## src/rtl/xlt_pkg.sv

```systemverilog
package xlt_pkg;
    localparam int VA_W  = 39;
    localparam int PA_W  = 56;
    localparam int OFF_W = 12;
    localparam int VPN_W = VA_W - OFF_W;
    localparam int PPN_W = PA_W - OFF_W;

    typedef struct packed {
        logic u;
        logic x;
        logic w;
        logic r;
    } perm_t;

    typedef enum logic [1:0] {
        ACC_READ  = 2'd0,
        ACC_WRITE = 2'd1,
        ACC_FETCH = 2'd2,
        ACC_RSVD  = 2'd3
    } acc_e;

    typedef struct packed {
        logic [VPN_W-1:0] vpn;
        logic [PPN_W-1:0] ppn;
        perm_t            perm;
    } xlt_ent_t;
endpackage

```

## src/rtl/xlt_perm_check.sv

```systemverilog
module xlt_perm_check
    import xlt_pkg::*;
(
    input  perm_t      perm_i,
    input  logic [1:0] kind_i,
    input  logic       user_i,
    output logic       deny_o
);
    logic kind_ok;

    always_comb begin
        case (acc_e'(kind_i))
            ACC_READ:  kind_ok = perm_i.r;
            ACC_WRITE: kind_ok = perm_i.w;
            ACC_FETCH: kind_ok = perm_i.x;
            default:   kind_ok = 1'b0;
        endcase
        deny_o = !kind_ok || (user_i && !perm_i.u);
    end
endmodule

```

## src/rtl/xlt_victim.sv

```systemverilog
module xlt_victim #(
    parameter  int ENTRIES = 8,
    localparam int IDX_W   = $clog2(ENTRIES)
) (
    input  logic             clk,
    input  logic             rst_n,
    input  logic             clear_i,
    input  logic             advance_i,
    output logic [IDX_W-1:0] idx_o
);
    typedef struct packed {
        logic [IDX_W-1:0] ptr;
    } vic_st_t;

    vic_st_t st_d, st_q;

    always_comb begin
        st_d = st_q;
        if (clear_i) begin
            st_d.ptr = '0;
        end else if (advance_i) begin
            st_d.ptr = (st_q.ptr == IDX_W'(ENTRIES - 1)) ? '0 : st_q.ptr + 1'b1;
        end
    end

    always_ff @(posedge clk or negedge rst_n) begin
        if (!rst_n) st_q <= '0;
        else        st_q <= st_d;
    end

    assign idx_o = st_q.ptr;

    p_ptr_step_r8: assert property (@(posedge clk) disable iff (!rst_n)
        advance_i && !clear_i |=> idx_o == (($past(idx_o) == IDX_W'(ENTRIES - 1)) ? '0 : $past(idx_o) + 1'b1));

    p_ptr_clear_r9: assert property (@(posedge clk) disable iff (!rst_n)
        clear_i |=> idx_o == '0);
endmodule

```

## src/rtl/xlt_entry_array.sv

```systemverilog
module xlt_entry_array
    import xlt_pkg::*;
#(
    parameter  int ENTRIES = 8,
    localparam int IDX_W   = $clog2(ENTRIES)
) (
    input  logic             clk,
    input  logic             rst_n,
    input  logic             flush_i,
    input  logic             fill_i,
    input  logic [IDX_W-1:0] fill_idx_i,
    input  xlt_ent_t         fill_ent_i,
    input  logic [VPN_W-1:0] look_vpn_i,
    output logic             hit_o,
    output xlt_ent_t         hit_ent_o
);
    typedef struct packed {
        logic [ENTRIES-1:0]       valid;
        xlt_ent_t [ENTRIES-1:0]   ent;
    } arr_st_t;

    arr_st_t            st_d, st_q;
    logic [ENTRIES-1:0] hit_vec;

    // Match needs the valid bit: a cleared slot's old tag never answers.
    for (genvar g = 0; g < ENTRIES; g++) begin : g_cmp
        assign hit_vec[g] = st_q.valid[g] && (st_q.ent[g].vpn == look_vpn_i);
    end

    always_comb begin
        hit_ent_o = '0;
        for (int i = 0; i < ENTRIES; i++) begin
            if (hit_vec[i]) hit_ent_o = xlt_ent_t'(hit_ent_o | st_q.ent[i]);
        end
        hit_o = |hit_vec;
    end

    always_comb begin
        st_d = st_q;
        if (flush_i) begin
            st_d.valid = '0;
        end else if (fill_i) begin
            st_d.valid[fill_idx_i] = 1'b1;
            st_d.ent[fill_idx_i]   = fill_ent_i;
        end
    end

    always_ff @(posedge clk or negedge rst_n) begin
        if (!rst_n) st_q <= '0;
        else        st_q <= st_d;
    end

    p_onehot_hit_r2: assert property (@(posedge clk) disable iff (!rst_n)
        $onehot0(hit_vec));

    p_flush_miss_r9: assert property (@(posedge clk) disable iff (!rst_n)
        flush_i |=> !hit_o);
endmodule

```

## src/rtl/xlt_cache.sv

```systemverilog
module xlt_cache
    import xlt_pkg::*;
#(
    parameter  int ENTRIES = 8,
    localparam int IDX_W   = $clog2(ENTRIES)
) (
    input  logic             clk,
    input  logic             rst_n,
    input  logic             flush_i,
    input  logic             req_valid_i,
    input  logic [VA_W-1:0]  req_vaddr_i,
    input  logic [1:0]       req_kind_i,
    input  logic             req_user_i,
    output logic             resp_valid_o,
    output logic             resp_fault_o,
    output logic [PA_W-1:0]  resp_paddr_o,
    output logic             walk_req_o,
    output logic [VPN_W-1:0] walk_vpn_o,
    input  logic             walk_done_i,
    input  logic [PPN_W-1:0] walk_ppn_i,
    input  logic [3:0]       walk_perm_i,
    input  logic             walk_fault_i
);
    typedef enum logic {S_IDLE, S_WALK} fsm_e;

    typedef struct packed {
        fsm_e             state;
        logic [VPN_W-1:0] vpn;
    } top_st_t;

    top_st_t          st_d, st_q;
    logic [VPN_W-1:0] look_vpn;
    logic             hit;
    xlt_ent_t         hit_ent;
    logic             deny;
    logic             fill;
    logic [IDX_W-1:0] fill_idx;
    xlt_ent_t         fill_ent;

    assign look_vpn = req_vaddr_i[VA_W-1:OFF_W];
    assign fill_ent = '{vpn: st_q.vpn, ppn: walk_ppn_i, perm: perm_t'(walk_perm_i)};

    xlt_entry_array #(.ENTRIES(ENTRIES)) u_array (
        .clk        (clk),
        .rst_n      (rst_n),
        .flush_i    (flush_i),
        .fill_i     (fill),
        .fill_idx_i (fill_idx),
        .fill_ent_i (fill_ent),
        .look_vpn_i (look_vpn),
        .hit_o      (hit),
        .hit_ent_o  (hit_ent)
    );

    xlt_victim #(.ENTRIES(ENTRIES)) u_victim (
        .clk       (clk),
        .rst_n     (rst_n),
        .clear_i   (flush_i),
        .advance_i (fill),
        .idx_o     (fill_idx)
    );

    xlt_perm_check u_perm (
        .perm_i (hit_ent.perm),
        .kind_i (req_kind_i),
        .user_i (req_user_i),
        .deny_o (deny)
    );

    always_comb begin
        st_d         = st_q;
        resp_valid_o = 1'b0;
        resp_fault_o = 1'b0;
        resp_paddr_o = '0;
        fill         = 1'b0;
        case (st_q.state)
            S_IDLE: begin
                if (req_valid_i) begin
                    if (hit) begin
                        resp_valid_o = 1'b1;
                        resp_fault_o = deny;
                        if (!deny) resp_paddr_o = {hit_ent.ppn, req_vaddr_i[OFF_W-1:0]};
                    end else begin
                        st_d.state = S_WALK;
                        st_d.vpn   = look_vpn;
                    end
                end
            end
            default: begin
                if (walk_done_i) begin
                    st_d.state = S_IDLE;
                    if (walk_fault_i) begin
                        resp_valid_o = 1'b1;
                        resp_fault_o = 1'b1;
                    end else begin
                        // A result racing a flush belongs to the old table.
                        fill = !flush_i;
                    end
                end
            end
        endcase
    end

    always_ff @(posedge clk or negedge rst_n) begin
        if (!rst_n) st_q <= '{state: S_IDLE, vpn: '0};
        else        st_q <= st_d;
    end

    assign walk_req_o = (st_q.state == S_WALK);
    assign walk_vpn_o = st_q.vpn;

    p_miss_walks_r3: assert property (@(posedge clk) disable iff (!rst_n)
        req_valid_i && !walk_req_o && !resp_valid_o |=> walk_req_o);

    p_walk_hold_r3: assert property (@(posedge clk) disable iff (!rst_n)
        walk_req_o && !walk_done_i |=> walk_req_o && $stable(walk_vpn_o));

    p_stall_r3: assert property (@(posedge clk) disable iff (!rst_n)
        walk_req_o && !(walk_done_i && walk_fault_i) |-> !resp_valid_o);

    p_fault_nopa_r4: assert property (@(posedge clk) disable iff (!rst_n)
        resp_valid_o && resp_fault_o |-> resp_paddr_o == '0);

    p_user_guard_r5: assert property (@(posedge clk) disable iff (!rst_n)
        resp_valid_o && !walk_req_o && req_user_i && hit && !hit_ent.perm.u |-> resp_fault_o);
endmodule

```

## config.mk

```make
export PLATFORM = sky130hd
export DESIGN_NAME = xlt_cache
export DESIGN_NICKNAME = d
export VERILOG_FILES = /design/src/rtl/xlt_pkg.sv /design/src/rtl/xlt_perm_check.sv /design/src/rtl/xlt_victim.sv /design/src/rtl/xlt_entry_array.sv /design/src/rtl/xlt_cache.sv
export SDC_FILE = /design/constraint.sdc
export NUM_CORES = 1
export LEC_CHECK = 0
export ABC_CLOCK_PERIOD_IN_PS = 5400
export BUFFER_PORTS_ARGS = -buffer_cell sky130_fd_sc_hd__buf_2
export CORE_MARGIN = 1.5
export CORE_UTILIZATION = 55
export DETAILED_ROUTE_END_ITERATION = 12
export PLACE_DENSITY = 0.73
export SLEW_MARGIN = 20
export SYNTH_ARGS = -nofsm -noshare
export SYNTH_HDL_FRONTEND = slang
export SYNTH_SLANG_ARGS = --single-unit
export TNS_END_PERCENT = 5
```

## constraint.sdc

```tcl
create_clock -name clk -period 5.4 [get_ports clk]
set_clock_uncertainty 0.15 [all_clocks]
set_input_delay 1.08 -clock clk [delete_from_list [all_inputs] [get_ports clk]]
set_output_delay 1.08 -clock clk [all_outputs]
set_load 0.05 [all_outputs]
```

# Word-level counts from Yosys, hierarchy flattened
# Index checks and enable logic that the tools add are counted.
# Widths: inputs -> output; s select.
[op_classes] reduce_logical=19 shift=0 n_div=0 n_lt_le_gt_ge=2 n_eq_ne=11 n_bitwise=11 muxes=38 mul=0 addsub=1
[ops] operator="$mux 608" count=1
[ops] operator="$bwmux 600" count=1
[ops] operator="$mux 48" count=8
[ops] operator="$or 48x48->48" count=7
[ops] operator="$demux 75 s3" count=1
[ops] operator="$mux 56" count=4
[ops] operator="$eq 27x27->1" count=8
[ops] operator="$mux 75" count=1
[ops] operator="$mux 28" count=2
[ops] operator="$mux 1" count=14
[ops] operator="$logic_and 1x1->1" count=10
[ops] operator="$mux 3" count=3
[ops] operator="$mux 8" count=1
[ops] operator="$or 8x8->8" count=1
[ops] operator="$reduce_or 8->1" count=1
[ops] operator="$lt 3x4->1 const B" count=1
[ops] operator="$add 3x1->3 const B" count=1
[ops] operator="$demux 1 s3" count=1
[ops] operator="$eq 3x3->1 const B" count=1
[ops] operator="$ge 3x1->1 const B" count=1
[ops] operator="$logic_not 1->1" count=3
[ops] operator="$not 1->1" count=3
[ops] operator="$pmux 1 s3" count=1
[ops] operator="$reduce_and 3->1" count=1
[ops] operator="6 further kinds" count=6
[totals] input_bits=96 latchBits=0 rom_bits=0 regBits=639 memories=0 ram_bits=0

# Longest topological paths before layout
# Gate-level depths: netlist of the first run.
[logic_depth] depth_word=24 ltp_mapped=12

# Hierarchy
# Synthesis of the first run repeated with hierarchy kept, for this count alone.
[unflattened] cells_unflattened=2793 area_unflattened_um2=33075.5
[by_module_without_submodules] mod="xlt_entry_array" instances=1 cells_each=2645 area_per_inst_um2=31283.8
[by_module_without_submodules] mod="xlt_cache" instances=1 cells_each=131 area_per_inst_um2=1609.0
[by_module_without_submodules] mod="xlt_victim" instances=1 cells_each=12 area_per_inst_um2=151.4
[by_module_without_submodules] mod="xlt_perm_check" instances=1 cells_each=5 area_per_inst_um2=31.3

# Worst setup path before layout of the first run
# No wires, ideal clock.
[synth_timing] path_type="input to output" startpoint="input port req_vaddr_i[35]" endpoint="output port resp_paddr_o[0]" setup_slack_ns=-0.476 required_ns=4.170 cell_stages=11 arrival_ns=4.646 cell_sequence="buf_4 > xnor2_2 > nand4_1 > or4_4 > nor4_4 > buf_4 > a22oi_2 > nand4_2 > o211ai_2 > clkbuf_1 > nor4b_1"
[synth_via] elab_chain_len=24 word_cells_on_any_way=41 cone_classes="eq/ne: 8; mux: 13; bitwise: 7; reduce/logical: 13"
[synth_lines] item="start, declared" line="xlt_cache.sv:11" text="input logic [VA_W-1:0] req_vaddr_i,"
[synth_lines] item="$eq 27x27->1" line="xlt_entry_array.sv:27" text="assign hit_vec[g] = st_q.valid[g] && (st_q.ent[g].vpn == look_vpn_i);"
[synth_lines] item="$logic_and 1x1->1" line="xlt_entry_array.sv:27"
[synth_lines] item="$mux 48" line="xlt_entry_array.sv:33" text="if (hit_vec[i]) hit_ent_o = xlt_ent_t'(hit_ent_o | st_q.ent[i]);"
[synth_lines] item="$or 48x48->48" line="xlt_entry_array.sv:33"
[synth_lines] item="$mux 48" line="xlt_entry_array.sv:33"
[synth_lines] item="$or 48x48->48" line="xlt_entry_array.sv:33"
[synth_lines] item="$mux 48" line="xlt_entry_array.sv:33"
[synth_lines] item="$or 48x48->48" line="xlt_entry_array.sv:33"
[synth_lines] item="(+8 left out)"
[synth_lines] item="$mux 48" line="xlt_entry_array.sv:33"
[synth_lines] item="$pmux 1 s3 or $logic_not 1->1 (tied branches)" line="xlt_perm_check.sv:12, xlt_perm_check.sv:18"
[synth_lines] item="$logic_not 1->1 or $logic_and 1x1->1 (tied branches)" line="xlt_perm_check.sv:18" text="deny_o = !kind_ok || (user_i && !perm_i.u);"
[synth_lines] item="$logic_or 1x1->1" line="xlt_perm_check.sv:18"
[synth_lines] item="$mux 56" line="xlt_cache.sv:82" text="if (!deny) resp_paddr_o = {hit_ent.ppn, req_vaddr_i[OFF_W-1:0]};"
[synth_lines] item="$mux 56 *" line="xlt_cache.sv:79" text="if (hit) begin"
[synth_lines] item="$mux 56 *" line="xlt_cache.sv:78" text="if (req_valid_i) begin"
[synth_lines] item="$mux 56 *" line="xlt_cache.sv:76" text="case (st_q.state)"
[synth_lines] item="end, declared" line="xlt_cache.sv:16" text="output logic [PA_W-1:0] resp_paddr_o,"
# Every way passes the cells marked *; elsewhere a longest branch is shown, timed or not.

# Worst setup path after layout of the first run
[layout_timing] startpoint="input port req_vaddr_i[32]" endpoint="output port resp_paddr_o[17]"
# Same word-level chain as after synthesis.

==> summary.txt, run 1 <==
CP endpoint kind = output pin
highest clock rate = 187.1 MHz
Psw = 3.090 mW
post-route ant nets = 0
Slew Viols, Final = 0
worst skew pair latency = 0.61 ns
largest net degree at the start of global routing = 123
gp weighted congestion = 0.9417
register share of total power = 46.6%
IO Pins = 182
Avg WL per Cell = 25.92 um
initial antenna violation count = 8
Max IR drop VDD = 246.1 uV
CTS tree = built
CP max stage delay = 0.58 ns
GRT Util Overall = 29.63%
Pint = 8.792 mW
Core Area = 52660 um^2
syn nets = 2214
# hold bufs at CTS = 0
worst hold path type = flop to flop
Synth cell types = 57
YS warnings = 0
PortBufs = 181
mean post-synth cell area = 13.87 um^2
first-pass GRT wire length = 121.6 mm
Worst Path Max Fanout = 21
clock network fraction of total power = 41.8%
commonest cells after routing, fill and taps aside = dfrtp_1, mux2_2, buf_2
cts bufs inserted = 69
global route total overflow = 0
TritonRoute pass-1 iters = 5
Max-slew headroom = 42.86%
Tmin final = 5.345 ns
placed cell area = 31960 um^2
total number of vias = 19474
commonest non-fill, non-tap cell in the layout = dfrtp_1
Non-Filler Instances = 3103
switching share of power = 26.01%
H-tree depth = 3
die width = 234.0 um
Power Dens Cells = 343.9 nW/um^2
cells after synthesis = 2116
hold slack = 0.3546 ns
mapped cell area = 29360 um^2
Worst Hold Depth = 1
Worst Tran Pin Value = 0.8572 ns
Slowest cell on crit path = or4_1
# rows = 84
period utilization = 98.99%
die footprint = 54770 um^2
vias in the first global route = 19738
nets = 2456
final wirelength = 80.43 mm
Pleak = 16.33 nW
fillcell total = 3772
Fin Setup TNS = 0 ns
Clock Tree Root = clkbuf_16
DR iter-0 viols = 1671
Clock Sinks = 639
Comb pwr share = 11.6%
Area growth syn-to-layout = 17.69%
vias per inst = 6.276
DRC = 0
final setup violation count = 0
Inst Count DP = 2972
RSZ-0062 raised after global routing = true
Clock transition at path regs = 0.06 ns
status = completed
FF-to-FF path depth = 10
crit path launch type = input pin
Non-Filler Cell Area, Final = 34550 um^2
crit path cell chain = buf_2 > xor2_1 > or4_1 > nor4_2 > buf_4 > and4_4 > buf_12 > a22oi_1 > nand2_1 > o211ai_4 > buf_12 > nor4_2 > buf_2
max-capacitance violation count = 0
#FFs+latches synth = 639
critical path type = input pin to output pin
DP Wirelength = 51.50 mm
layout cells sized above 1 = 47.57%
critical path arrival = 4.12 ns
share of the yosys chip area belonging to registers = 54.46%
Max clock buf depth = 3
Hold Fails Final Rpt = 0
Initial Utilization = 55.76%
Die H = 234.0 um
CP required = 4.17 ns
## power by group through the flow
| stage | Clock, mW | Sequential (mW) | Combinational [mW] |
|---|---|---|---|
| after floorplan | 0 | 5.65 | 0.678 |
| after global placement | 0 | 5.58 | 1.33 |
| after CTS | 5.02 | 5.53 | 1.37 |
| after global routing | 5.22 | 5.58 | 1.47 |
| final | 4.96 | 5.54 | 1.38 |
| after detailed placement | 0 | 5.61 | 1.36 |
## cell usage after synthesis, drive strengths merged
cell	count	area, um^2
a2111oi	1	8.760
a211oi	1	7.510
a21boi	2	15.02
a21o	1	7.510
a21oi	4	20.02
a221oi	44	385.4
a222oi	2	20.02
a22o	45	394.1
a22oi	94	710.7
a31oi	1	6.260
a41oi	1	8.760
and2	1	6.260
and3	46	287.8
and3b	1	8.760
and4	3	26.28
buf	78	456.7
clkbuf	78	292.8
dfrtp	639	15990
ha	2	25.02
inv	10	37.54
mux2	625	7038
nand2	14	52.55
nand2b	3	18.77
nand3	4	20.02
nand4	54	344.1
nand4b	3	26.28
nor2	14	52.55
nor2b	3	18.77
nor3	5	25.02
nor3b	5	42.54
nor4	80	709.4
nor4b	13	170.2
o211a	1	10.01
o211ai	1	12.51
o21ai	5	25.02
o2bb2a	1	10.01
o32a	2	20.02
or2	2	12.52
or3b	1	8.760
or4	8	63.81
or4b	1	10.01
xnor2	109	1007
xor2	108	945.9
## path summary, 6_finish.rpt
| kind | to | startpoint | slack (ns) |
|---|---|---|---|
| worst max register to register | walk_vpn_o[17] | flop | 1.91 |
| worst max-delay path | resp_paddr_o[17] | req_vaddr_i[32] | 0.05 |
| max in group asynchronous | asynchronous set/reset pin | rst_n | 3.47 |
| worst min register to register | flop | flop | 0.35 |
| worst min-delay path | flop | flop | 0.35 |
| min in group asynchronous | asynchronous set/reset pin | rst_n | 0.43 |
## layer usage
layer,global-route usage [%],vias to the layer above,wire (um)
met5,0,-,57
li1,-,8331,-
met2,45.86,700,37510
met3,6.469,143,5886
met1,42.07,10290,34930
met4,8.574,10,2046
## layout make-up
type                    instances  area, um^2  share of cell area [%]
diodes                          4       10.01                 0.02897
clock buffers                  97        2006                   5.805
flip-flops and latches        639       15990                   46.28
multi-input cells            1311       12800                   37.06
inverters                      10       37.54                  0.1086
well taps                     688       860.8                   2.491
clock inverters                27       387.9                   1.123
repair buffers                327        2456                   7.108
## through the flow
step,power [mW],worst slack (ns),util (%)
after global routing,12.26,-0.03472,65.61
after floorplan,6.323,-0.4755,-
final,11.88,0.05465,65.62
after global placement,6.915,-0.03943,60.70
after detailed placement,6.970,-0.03629,60.70
after CTS,11.92,0.004894,65.26
## worst max-delay path, delay by kind of cell
family                    cells  cell delay (ns)
xor gates and xnor gates      1             0.23
AOI/OAI and AO/OA             2             0.27
and+or+nand+nor               5             1.56
buffers and inverters         5             0.96
## cells by family after synthesis
kind of cell | Yosys count | synth area share [%]
xor+xnor | 217 | 6.652
buf+inv | 166 | 2.681
mux | 625 | 23.97
fa+ha+maj | 2 | 0.08522
flops | 639 | 54.46
simple gates | 261 | 6.486
compound gates | 206 | 5.660
## timing repair
item                       in CTS  in global routing
pin swaps                       0                  2
setup buffers                   0                  3
gates cloned                    0                  0
resized for setup               2                 47
setup endpoints to repair      23                 56
Note: power is estimated with default switching activity, not from simulation.
==> inputs of run 2 (changes only) <==
--- a/config.mk
+++ b/config.mk
@@ -5,12 +5,13 @@
 export SDC_FILE = /design/constraint.sdc
 export NUM_CORES = 1
 export LEC_CHECK = 0
-export ABC_CLOCK_PERIOD_IN_PS = 5400
+export ABC_CLOCK_PERIOD_IN_PS = 5300
 export BUFFER_PORTS_ARGS = -buffer_cell sky130_fd_sc_hd__buf_2
 export CORE_MARGIN = 1.5
 export CORE_UTILIZATION = 55
 export DETAILED_ROUTE_END_ITERATION = 12
 export PLACE_DENSITY = 0.73
+export REMOVE_ABC_BUFFERS = 1
 export SLEW_MARGIN = 20
 export SYNTH_ARGS = -nofsm -noshare
 export SYNTH_HDL_FRONTEND = slang
==> constraint.sdc (replaced) <==
create_clock -name clk -period 5.3 [get_ports clk]
set_clock_uncertainty 0.15 [all_clocks]
set_input_delay 1.06 -clock clk [delete_from_list [all_inputs] [get_ports clk]]
set_output_delay 1.06 -clock clk [all_outputs]
set_load 0.05 [all_outputs]
==> summary.txt, run 2 (synthesized netlist as in run 1, its figures left out) <==
status = completed
post-route ant nets = 0
Worst Tran Pin Value = 1.003 ns
CP endpoint kind = output pin
final wirelength = 81.68 mm
Worst Path Max Fanout = 7
post-layout power = 11.80 mW
global route total overflow = 0
worst hold path type = flop to flop
# rows = 84
Die H = 234.0 um
DRC = 0
CP max stage delay = 0.64 ns
critical path type = input pin to output pin
crit path launch type = input pin
layout cells sized above 1 = 48.20%
CTS tree = built
Max IR drop VDD = 260.6 uV
PortBufs = 181
Avg WL per Cell = 26.32 um
most used cell, CP = buf_4
delay-heaviest family, CP = simple AND/OR/NAND/NOR gates
Hold Fails Final Rpt = 0
worst skew pair latency = 0.61 ns
final setup margin = 0.009535 ns
Tmin final = 5.290 ns
Clock Sinks = 639
Initial Utilization = 55.76%
die footprint = 54770 um^2
Slew Viols, Final = 0
largest net degree at the start of global routing = 120
highest clock rate = 189.0 MHz
hold slack = 0.3546 ns
TritonRoute pass-1 iters = 5
H-tree depth = 3
Area growth syn-to-layout = 19.16%
IO Pins = 182
Buf/Inv on CP = 6
crit path cell chain = buf_12 > buf_4 > xnor2_1 > nand4_1 > or4_4 > nor3_2 > buf_4 > nand2_1 > nand4_1 > o211ai_4 > buf_12 > buf_4 > nor4b_2 > clkbuf_4
DP Wirelength = 50.01 mm
Slowest cell on crit path = or4_4
critical path arrival = 4.08 ns
vias per inst = 6.303
period utilization = 99.82%
final setup violation count = 0
RSZ-0062 raised after global routing = true
initial antenna violation count = 8
cts bufs inserted = 68
Max-slew headroom = 33.12%
first-pass GRT wire length = 121.9 mm
CP required = 4.09 ns
commonest cells after routing, fill and taps aside = dfrtp_1, mux2_2, buf_2
Pleak = 16.45 nW
Core Area = 52660 um^2
placed cell area = 31940 um^2
Non-Filler Cell Area, Final = 34980 um^2
Power Dens Cells = 337.2 nW/um^2
DR iter-0 viols = 1710
GRT Util Overall = 29.63%
Max clock buf depth = 3
fin util = 66.44%
nets = 2454
vias in the first global route = 19937
die width = 234.0 um
dpl ws = -0.2269 ns
commonest non-fill, non-tap cell in the layout = dfrtp_1
max-capacitance violation count = 0
total number of vias = 19563
Clock Tree Root = clkbuf_16
gp weighted congestion = 0.9439
Clock transition at path regs = 0.06 ns
-- run 2: per-layer routing --
layer / global-route usage [%] / vias to the layer above / routed length (um)
met5: 0 / - / 67
met4: 8.934 / 10 / 2265
met3: 6.286 / 163 / 5770
met2: 46.13 / 669 / 38370
met1: 41.82 / 10392 / 35210
li1: - / 8329 / -
-- run 2: worst register-to-register path: stages (launching register included) --
cell,delay (ns)
dfrtp_1,0.39
xor2_1,0.31
nor4_1,0.09
buf_4,0.15
nand4_1,0.10
buf_4,0.13
nor3_2,0.05
buf_4,0.17
or4_1,0.60
buf_4,0.17
nor3b_2,0.16
buf_4,0.44
mux2_2,0.44
-- run 2: worst paths after layout --
check                                start                         end  slack [ns]  cells after the start
max                        req_vaddr_i[13]            resp_paddr_o[10]        0.01                     14
min reg2reg                           flop                        flop        0.35                      1
max reg2reg                           flop               walk_vpn_o[9]        1.83                     12
min in group asynchronous            rst_n  asynchronous set/reset pin        0.36                      1
max in group asynchronous            rst_n               walk_vpn_o[9]        3.36                      2
min                                   flop                        flop        0.35                      1
-- run 2: where the power goes --
group          internal, mW  switching, mW  total [mW]
Combinational         0.591          0.799        1.39
Sequential             5.27          0.376        5.65
Clock                  2.81           1.96        4.76
-- run 2: area by class of cell --
class / instances / area, um^2
Fill cell: 3689 / 17670
Sequential cell: 639 / 15990
Multi-Input combinational cell: 1312 / 13150
Timing Repair Buffer: 325 / 2695
Clock buffer: 108 / 2046
Tap cell: 688 / 860.8
Clock inverter: 17 / 192.7
Inverter: 10 / 37.54
Antenna cell: 5 / 12.51
-- run 2: metrics by stage --
step / std cells / TNS [ns]
6_report: 3104 / 0
5_1_grt: 3101 / -0.1236
4_1_cts: 3085 / 0
3_5_place_dp: 2960 / -5.629
3_3_place_gp: 2960 / -5.131
2_1_floorplan: 1960 / -918.36
-- run 2: repair_timing --
action                     in CTS  in global routing
pin swaps                       2                 26
hold buffers                    0                  0
setup endpoints to repair      57                 57
buffers inserted                0                  9
gates resized for setup        20                127
cloned                          0                  5
